### config.mk
export PLATFORM = sky130hd
export DESIGN_NAME = nan_pick
export DESIGN_NICKNAME = d
export VERILOG_FILES = /design/src/rtl/nan_pick.sv
export SDC_FILE = /design/constraint.sdc
export NUM_CORES = 1
export LEC_CHECK = 0
export ABC_AREA = 0
export BUFFER_PORTS_ARGS = -buffer_cell sky130_fd_sc_hd__buf_2
export CAP_MARGIN = 10
export CORE_ASPECT_RATIO = 1.75
export CORE_UTILIZATION = 35
export CTS_CLUSTER_DIAMETER = 150
export CTS_CLUSTER_SIZE = 30
export DETAILED_ROUTE_END_ITERATION = 7
export SYNTH_ARGS = -nofsm -noshare
export SYNTH_HDL_FRONTEND = slang
export SYNTH_SLANG_ARGS = --single-unit
### constraint.sdc
create_clock -name clk_i -period 0.85 [get_ports clk_i]
set_clock_uncertainty 0.15 [all_clocks]
set_input_delay 0.0425 -clock clk_i [delete_from_list [all_inputs] [get_ports clk_i]]
set_output_delay 0.0425 -clock clk_i [all_outputs]
set_load 0.02 [all_outputs]
### src/rtl/nan_pick.sv
module nan_pick #(
  parameter int EXP_W = 8,
  parameter int MAN_W = 23
) (
  input  logic                       clk_i,
  input  logic                       rst_ni,
  input  logic                       alt_mode_i,
  input  logic                       dflt_nan_en_i,
  input  logic                       three_op_i,
  input  logic [EXP_W+MAN_W:0]       op_a_i,
  input  logic [EXP_W+MAN_W:0]       op_b_i,
  input  logic [EXP_W+MAN_W:0]       op_c_i,
  output logic                       nan_vld_o,
  output logic [EXP_W+MAN_W:0]       res_o,
  output logic                       inv_o
);
  localparam int W  = 1 + EXP_W + MAN_W;
  localparam int QB = MAN_W - 1;

  function automatic logic exp_max(input logic [W-1:0] x);
    return &x[W-2:MAN_W];
  endfunction

  function automatic logic is_nan(input logic [W-1:0] x);
    return exp_max(x) && (|x[MAN_W-1:0]);
  endfunction

  function automatic logic is_snan(input logic [W-1:0] x);
    return is_nan(x) && !x[QB];
  endfunction

  function automatic logic is_inf(input logic [W-1:0] x);
    return exp_max(x) && !(|x[MAN_W-1:0]);
  endfunction

  function automatic logic is_zero(input logic [W-1:0] x);
    return !(|x[W-2:0]);
  endfunction

  logic na, nb, nc, sa, sb, sc, qa, qb, qc, inf_zero;
  assign na = is_nan(op_a_i);
  assign nb = is_nan(op_b_i);
  assign nc = is_nan(op_c_i);
  assign sa = is_snan(op_a_i);
  assign sb = is_snan(op_b_i);
  assign sc = is_snan(op_c_i);
  assign qa = na && !sa;
  assign qb = nb && !sb;
  assign qc = nc && !sc;
  assign inf_zero = (is_inf(op_a_i) && is_zero(op_b_i)) ||
                    (is_zero(op_a_i) && is_inf(op_b_i));

  logic [W-1:0] dnan, quiet_mask;
  assign dnan       = {alt_mode_i, {EXP_W{1'b1}}, 1'b1, {(MAN_W-1){1'b0}}};
  assign quiet_mask = W'(1) << QB;

  logic         hit, use_dn, inv_d;
  logic [W-1:0] pick;

  always_comb begin
    hit    = 1'b0;
    use_dn = 1'b0;
    inv_d  = 1'b0;
    pick   = '0;
    if (!three_op_i) begin
      hit   = na || nb;
      inv_d = sa || sb;
      if (alt_mode_i) begin
        if (na)      pick = op_a_i;
        else if (nb) pick = op_b_i;
      end else begin
        if (sa)      pick = op_a_i;
        else if (sb) pick = op_b_i;
        else if (qa) pick = op_a_i;
        else if (qb) pick = op_b_i;
      end
    end else begin
      hit   = na || nb || nc || inf_zero;
      inv_d = sa || sb || sc;
      if (inf_zero && nc) begin
        if (alt_mode_i) begin
          pick  = op_c_i;
          inv_d = sc;
        end else begin
          inv_d = 1'b1;
          if (sc) pick = op_c_i;
          else    use_dn = 1'b1;
        end
      end else if (na || nb || nc) begin
        if (alt_mode_i) begin
          if (na)      pick = op_a_i;
          else if (nb) pick = op_b_i;
          else         pick = op_c_i;
        end else begin
          if (sc)      pick = op_c_i;
          else if (sa) pick = op_a_i;
          else if (sb) pick = op_b_i;
          else if (qc) pick = op_c_i;
          else if (qa) pick = op_a_i;
          else         pick = op_b_i;
        end
      end else if (inf_zero) begin
        use_dn = 1'b1;
        inv_d  = 1'b1;
      end
    end
  end

  logic [W-1:0] res_d;
  assign res_d = !hit ? '0 :
                 (use_dn || dflt_nan_en_i) ? dnan : (pick | quiet_mask);

  always_ff @(posedge clk_i or negedge rst_ni) begin
    if (!rst_ni) begin
      nan_vld_o <= 1'b0;
      res_o     <= '0;
      inv_o     <= 1'b0;
    end else begin
      nan_vld_o <= hit;
      res_o     <= res_d;
      inv_o     <= inv_d;
    end
  end
endmodule

==> results of run 1 <==
-- Yosys cell counts (3+ instances only) --
library cell,n
a21boi_0,14
a221oi_1,23
buf_2,14
dfrtp_1,33
a31o_2,3
nand4_1,10
nor2_1,19
o21ai_2,3
o21ai_0,43
o22ai_1,4
a31oi_1,4
a221o_1,22
nand2_1,95
o22a_1,18
buf_4,5
nand3_1,20
a21oi_1,53
nor4_1,30
buf_1,5
a21o_1,22
o21a_1,23
nor3_1,7
and2_1,4
a211oi_1,15
a2111oi_1,4
inv_1,4
clkbuf_1,30
o211ai_1,16
a211o_1,4
-- metal layers --
metal | vias up | global-route usage (%) | wire [µm]
met5 | - | 0 | 0
met4 | 0 | 26.72 | 1714
met3 | 127 | 7.090 | 1835
met2 | 452 | 64.30 | 11330
met1 | 3159 | 37.78 | 7664
li1 | 2905 | - | -
-- worst max-delay path: cells and delay by family --
family | cells | cell delay [ps]
buffers and inverters | 4 | 640
AND/OR/NAND/NOR | 4 | 660
AO/OA/AOI/OAI | 4 | 920
-- logic make-up (layout without fill, tap and decap cells) --
logic type | Yosys count | count (layout) | share of synthesized area (%)
AO/OA/AOI/OAI | 286 | 286 | 49.83
AND/OR/NAND/NOR | 202 | 202 | 23.58
buffers and inverters | 59 | 359 | 6.260
flip-flops | 33 | 33 | 20.05
multiplexers | 1 | 1 | 0.2735
-- state kept, by name, summed over array words and instances (netlist names) --
| name | count |
|---|---|
| res_o | 32 |
| inv_o | 1 |
-- power by group through the flow --
stage / clock, mW / combinational (mW) / sequential, mW
after floorplan: 0 / 0.520 / 1.61
after global placement: 0 / 1.58 / 1.61
after detailed placement: 0 / 1.61 / 1.61
after CTS: 1.96 / 1.69 / 1.58
after global routing: 2.02 / 1.89 / 1.58
final: 1.96 / 1.79 / 1.58
-- area by class of cell --
cell class	count	area, µm²
repair buffers	347	2725
fillers	959	4073
flip-flops and latches	33	825.8
inverters	5	18.77
clock buffers	7	142.6
well taps	135	168.9
multi-input cells	489	3562
-- worst max-delay path by stage --
stage / from / to / slack [ps] / depth (start not counted)
6_report: op_a_i[9] / res_o[3] / -1400 / 12
5_1_grt: op_a_i[4] / res_o[1] / -1560 / 11
4_1_cts: op_a_i[0] / res_o[31] / -1350 / 12
3_5_place_dp: op_a_i[5] / res_o[6] / -1880 / 13
3_3_place_gp: op_a_i[5] / res_o[3] / -1860 / 12
2_1_floorplan: op_a_i[17] / res_o[14] / -1240 / 9
-- layout by cell type (no fill, tap or decap), drive strengths merged, types with 2 or more instances in the layout --
| cell | n |
|---|---|
| o31ai | 2 |
| and2 | 4 |
| a221o | 22 |
| nand2 | 96 |
| a21oi | 53 |
| clkbuf | 7 |
| buf | 346 |
| o22a | 18 |
| nor2b | 2 |
| nand3 | 20 |
| nor2 | 20 |
| o21a | 23 |
| nor3 | 8 |
| or4 | 2 |
| o211ai | 17 |
| o22ai | 4 |
| a21o | 22 |
| o21ai | 48 |
| nor4b | 2 |
| a211o | 4 |
| a221oi | 23 |
| inv | 5 |
| o311ai | 2 |
| and3 | 2 |
| a31o | 4 |
| nor4 | 30 |
| nand4 | 10 |
| dfrtp | 33 |
| a21boi | 14 |
| and4 | 2 |
| nand2b | 2 |
| a31oi | 5 |
| a2111oi | 5 |
| a211oi | 17 |
-- what timing repair did --
item	CTS	global route
pin swaps	39	10
setup buffers	12	6
endpoints found under the hold margin	34	0
endpoints found under the setup margin	67	67
resized for setup	126	39
hold buffers	1	0
==> run_results.csv, run 1 <==
group,metric,value,unit
routing,wl,22540,µm
routing,ant_nets,0,
synth,synth.cell_area,4118,µm²
synth,synth.area.top_cells,"dfrtp_1, nand2_1, a21oi_1",
grt,grt_pass1_wl,34870,µm
synth,synth-edff-count,0,
critical_path,crit_arrival,2270,ps
power,pwr_density_cell,715.5,nW/µm²
die,rows,52,
synth,netlist_instances,581,
clock_network,cts_tree,"yes",
routing,drt_iter0_markers,641,
synth,synth_top_area_share,20.05,%
sta,hold_viol,1,
placement,hpwl,16840,µm
synth,synth.avg_cell_area,7.087,µm²
critical_path,max_stage_delay,320,ps
critical_path,crit_type,"in2reg",
routing,vias,6643,
synth,yosysSeqAreaShare,20.05,%
power,share_comb_of_total_power,33.6,%
sta,hold_slack,-10.76,ps
layout,stdcell_area,7443,µm²
die,dieHeight,145.5,µm
layout,drive_gt1_share,50.62,%
critical_path,end_kind,"flop",
run,drv_cap,0,
placement,place_area,6565,µm²
placement,io_buffers,134,
synth,ys_async_sr_fraction,100.0,%
routing,via_per_inst,6.538,
critical_path,path_cells,"buf_4 -> nor4_4 -> buf_4 -> nand2_2 -> buf_6 -> o211ai_4 -> nand3b_4 -> buf_6 -> o22a_1 -> a21o_1 -> a221oi_2 -> nor4_1",
synth,synth.distinct_cells,53,
power,swShare,33.30,%
synth,yosysWarnings,0,
clock_network,cts_sinks,33,
hold_path,hp-start,"op_c_i[22]",
sta,tightest_slew,372.1,ps
die,die_w,83.99,µm
grt,overflow,0,
sta,tns,-42840,ps
hold_path,hold_depth,3,
grt,antenna_found_initial,0,
layout,final_util,64.63,%
routing,dr.pass1.iters,8,
sta,worst_slack,-1397,ps
synth,yosys.area.top_type,"dfrtp_1",
critical_path,crit_path_start_kind,"input port",
run_status,violations,"design-rule violations, negative hold slack, negative setup slack",
die,core,11520,µm²
die,pin_count,135,
layout,nets,982,
power,p_sw,1.773,mW
grt,grt_max_degree,53,
synth,synth_nets,682,
power,ir_worst_vdd,0.8085,mV
placement,gp_congestion,0.9974,
sta,finalCritPeriodShare,264.4,%
sta,final-max-slew-violation-count,0,
clock_network,cts_root_buf,"clkbuf_16",
run_status,outcome,"finished with violations",
synth,synth_ff_type,"dfrtp_1",
layout,area_delta_synth_final,80.77,%
power,p_total,5.326,mW
grt,grt_pass1_vias,6795,
clock_network,clk_path_buf_depth,2,
grt,grt_use_total,36.43,%
placement,dp_cells,993,
clock_network,clkTransAtPathRegs,70,ps
critical_path,cp_max_fo,6,
routing,wl_per_cell,22.19,µm
hold_path,hold_class,"in2reg",
clock_network,cts_buffers,5,
hold_path,hold_end,"inv_o",
synth,ys_ff_latch,33,
routing,drc,16,
clock_network,cts.htree.levels,2,
power,p_leak,3.315,nW
power,clockPowerShare,36.7,%
die,dieArea,12220,µm²
layout,instances_no_fill,1016,
layout,num_antenna_cells,0,
placement,pre_cts_slack,-1877,ps
sta,timing.fmax,0.4449,GHz
critical_path,required,870,ps
sta,setup_viol,67,
power,intPower,3.553,mW
die,start_util,35.76,%
power,p_seq_share,29.6,%
sta,rsz0062_at_grt,"true",
sta,period_minus_slack,2247,ps
sta,max_slew_margin,74.96,%
critical_path,critical-path-slowest-cell,"nor4_4",
No activity file was read; power rests on OpenSTA's default activity.
==> run 2: changes to the inputs <==
--- a/config.mk
+++ b/config.mk
@@ -8,11 +8,14 @@
 export ABC_AREA = 0
 export BUFFER_PORTS_ARGS = -buffer_cell sky130_fd_sc_hd__buf_2
 export CAP_MARGIN = 10
+export CELL_PAD_IN_SITES_DETAIL_PLACEMENT = 0
+export CELL_PAD_IN_SITES_GLOBAL_PLACEMENT = 1
 export CORE_ASPECT_RATIO = 1.75
-export CORE_UTILIZATION = 35
+export CORE_UTILIZATION = 33
 export CTS_CLUSTER_DIAMETER = 150
 export CTS_CLUSTER_SIZE = 30
 export DETAILED_ROUTE_END_ITERATION = 7
+export PLACE_DENSITY_LB_ADDON = 0.1
 export SYNTH_ARGS = -nofsm -noshare
 export SYNTH_HDL_FRONTEND = slang
 export SYNTH_SLANG_ARGS = --single-unit
==> constraint.sdc (replaced) <==
create_clock -name clk_i -period 1.9 [get_ports clk_i]
set_clock_uncertainty 0.15 [all_clocks]
set_input_delay 0.095 -clock clk_i [delete_from_list [all_inputs] [get_ports clk_i]]
set_output_delay 0.095 -clock clk_i [all_outputs]
set_load 0.02 [all_outputs]
==> run 2 against run 1 <==
Effect of this change:
- the flow finishes with violations (negative setup slack)
- core utilization decreased by 3.8 points
- critical endpoint is now res_o[21]
- die area increased by 5.9%
- clock-buffer cell count decreased by 2
- critical path type unchanged
- largest cell class unchanged
- sequential cell count unchanged
- via count decreased by 0.66%
- clock power decreased by 43%
- power decreased by 51%
- sequential share of layout area increased by 0.15 points
- worst hold slack improved by 51 ps
- global-route usage decreased by 1.8 points
- highest routed layer unchanged
==> run_results.csv, run 2 (synthesis gave the netlist of run 1 again) <==
group,metric,value,unit
power,p_leak,3.321,nW
critical_path,required,1930,ps
sta,hold_slack,40.14,ps
sta,final-max-slew-violation-count,0,
placement,hpwl,17190,µm
power,ir_worst_vdd,0.3497,mV
critical_path,crit_path_frequent_cell,"buf_4",
sta,period_minus_slack,2335,ps
die,dieArea,12950,µm²
sta,tightest_slew,496.1,ps
run_status,violations,"negative setup slack",
layout,drive_gt1_share,49.89,%
die,die_w,86.44,µm
hold_path,hold_class,"in2reg",
grt,antenna_found_initial,0,
routing,ant_nets,0,
routing,drt_iter0_markers,466,
sta,rsz0062_at_grt,"true",
layout,area_delta_synth_final,78.43,%
layout,final_cell_mix,"buf_4, buf_2, nand2_1",
placement,dp_cells,1033,
power,p_total,2.611,mW
placement,gp_congestion,0.9965,
die,pin_count,135,
run_status,outcome,"finished with violations",
clock_network,cts_root_buf,"clkbuf_16",
clock_network,cts.htree.levels,2,
clock_network,clk_path_buf_depth,2,
layout,layout_commonest_cell,"buf_4",
die,core,12070,µm²
critical_path,crit_path_start_kind,"input port",
die,rows,53,
grt,grt_pass1_wl,33810,µm
sta,setup_viol,23,
placement,io_buffers,134,
sta,timing.fmax,0.4283,GHz
clock_network,cts_sinks,33,
layout,biggestRegsByFlops,"res_o (32), inv_o (1)",
critical_path,cp_max_fo,7,
critical_path,crit_buf_inv,5,
sta,finalCritPeriodShare,122.9,%
critical_path,critical-path-slowest-cell,"nor4_4",
clock_network,cts_buffers,5,
layout,stdcell_area,7347,µm²
run,drv_cap,0,
sta,hold_viol,0,
sta,tns,-8591,ps
clock_network,clkTransAtPathRegs,60,ps
routing,vias,6599,
layout,num_antenna_cells,0,
routing,wl,23280,µm
layout,largest_register,"res_o",
critical_path,crit_type,"in2reg",
grt,grt_max_degree,34,
grt,grt_use_total,34.62,%
clock_network,cts_tree,"yes",
power,pwr_density_cell,355.3,nW/µm²
critical_path,cp_top_family,"simple AND/OR/NAND/NOR gates",
grt,grt_pass1_vias,6391,
sta,worst_slack,-434.7,ps
critical_path,max_stage_delay,340,ps
layout,instances_no_fill,1049,
layout,nets,984,
die,start_util,34.12,%
routing,wl_per_cell,22.19,µm
placement,place_area,6665,µm²
routing,dr.pass1.iters,6,
placement,pre_cts_slack,-1059,ps
critical_path,end_kind,"flop",
layout,final_util,60.88,%
routing,drc,0,
critical_path,path_cells,"buf_2 -> nor4_2 -> buf_4 -> nand2_1 -> buf_4 -> o21ai_4 -> nor2_4 -> a211oi_4 -> buf_6 -> buf_12 -> a221o_1 -> nand3_1 -> nor4_4",
grt,overflow,0,
die,dieHeight,149.8,µm
critical_path,crit_arrival,2370,ps
sta,max_slew_margin,66.93,%
routing,via_per_inst,6.291,
layout,largest_register_ffs,32,
[run 2: cell count changes in the layout (fill, tap and decap cells not counted), moves of 4 or more]
cell / change
buf_2: +35
o21ai_0: +12
buf_4: +5
o21ai_1: -11
buf_6: -37
o22ai_1: +4
a221oi_4: +4
a221oi_2: -4
[run 2: repair_timing]
item                                    in CTS  in global routing
hold buffers                                 1                  0
resized for setup                           38                 42
cloned                                       0                  1
pin swaps                                   15                 24
hold endpoints to repair                    33                  0
endpoints found under the setup margin      24                 24
buffers inserted                             3                  4
[run 2: path summary, 6_finish.rpt]
check / start / endpoint / slack, ps / cells past startpoint
max in group asynchronous: rst_ni / res_o[7] / 1010 / 3
hold / removal: op_c_i[22] / inv_o / 40 / 3
min in group asynchronous: rst_ni / res_o[0] / 230 / 3
setup / recovery: op_a_i[5] / res_o[21] / -430 / 13
[run 2: where the power goes]
group / total, mW / switching (mW) / internal, mW
clock: 1.12 / 0.371 / 0.751
combinational: 0.784 / 0.432 / 0.352
sequential: 0.705 / 0.000516 / 0.705
total: 2.61 / 0.803 / 1.81
[run 2: final cells by class]
cell class	instances	area (µm²)
Clock buffer	5	125.1
Clock inverter	3	65.06
Fill cell	1109	4722
Inverter	5	18.77
Multi-Input combinational cell	489	3608
Sequential cell	33	825.8
Tap cell	165	206.4
Timing Repair Buffer	349	2497
[run 2: per-layer routing]
layer  vias to the layer above  GRT usage, %  routed length (µm)
met4                         0         23.92                1547
li1                       2904             -                   -
met2                       430         60.75               11750
met5                         -             0                   0
met1                      3144         37.72                8221
met3                       121         4.964                1757
[run 2: worst min-delay path, stage by stage]
cell and delay (ps):
buf_2 130, buf_4 150, a2bb2oi_1 60
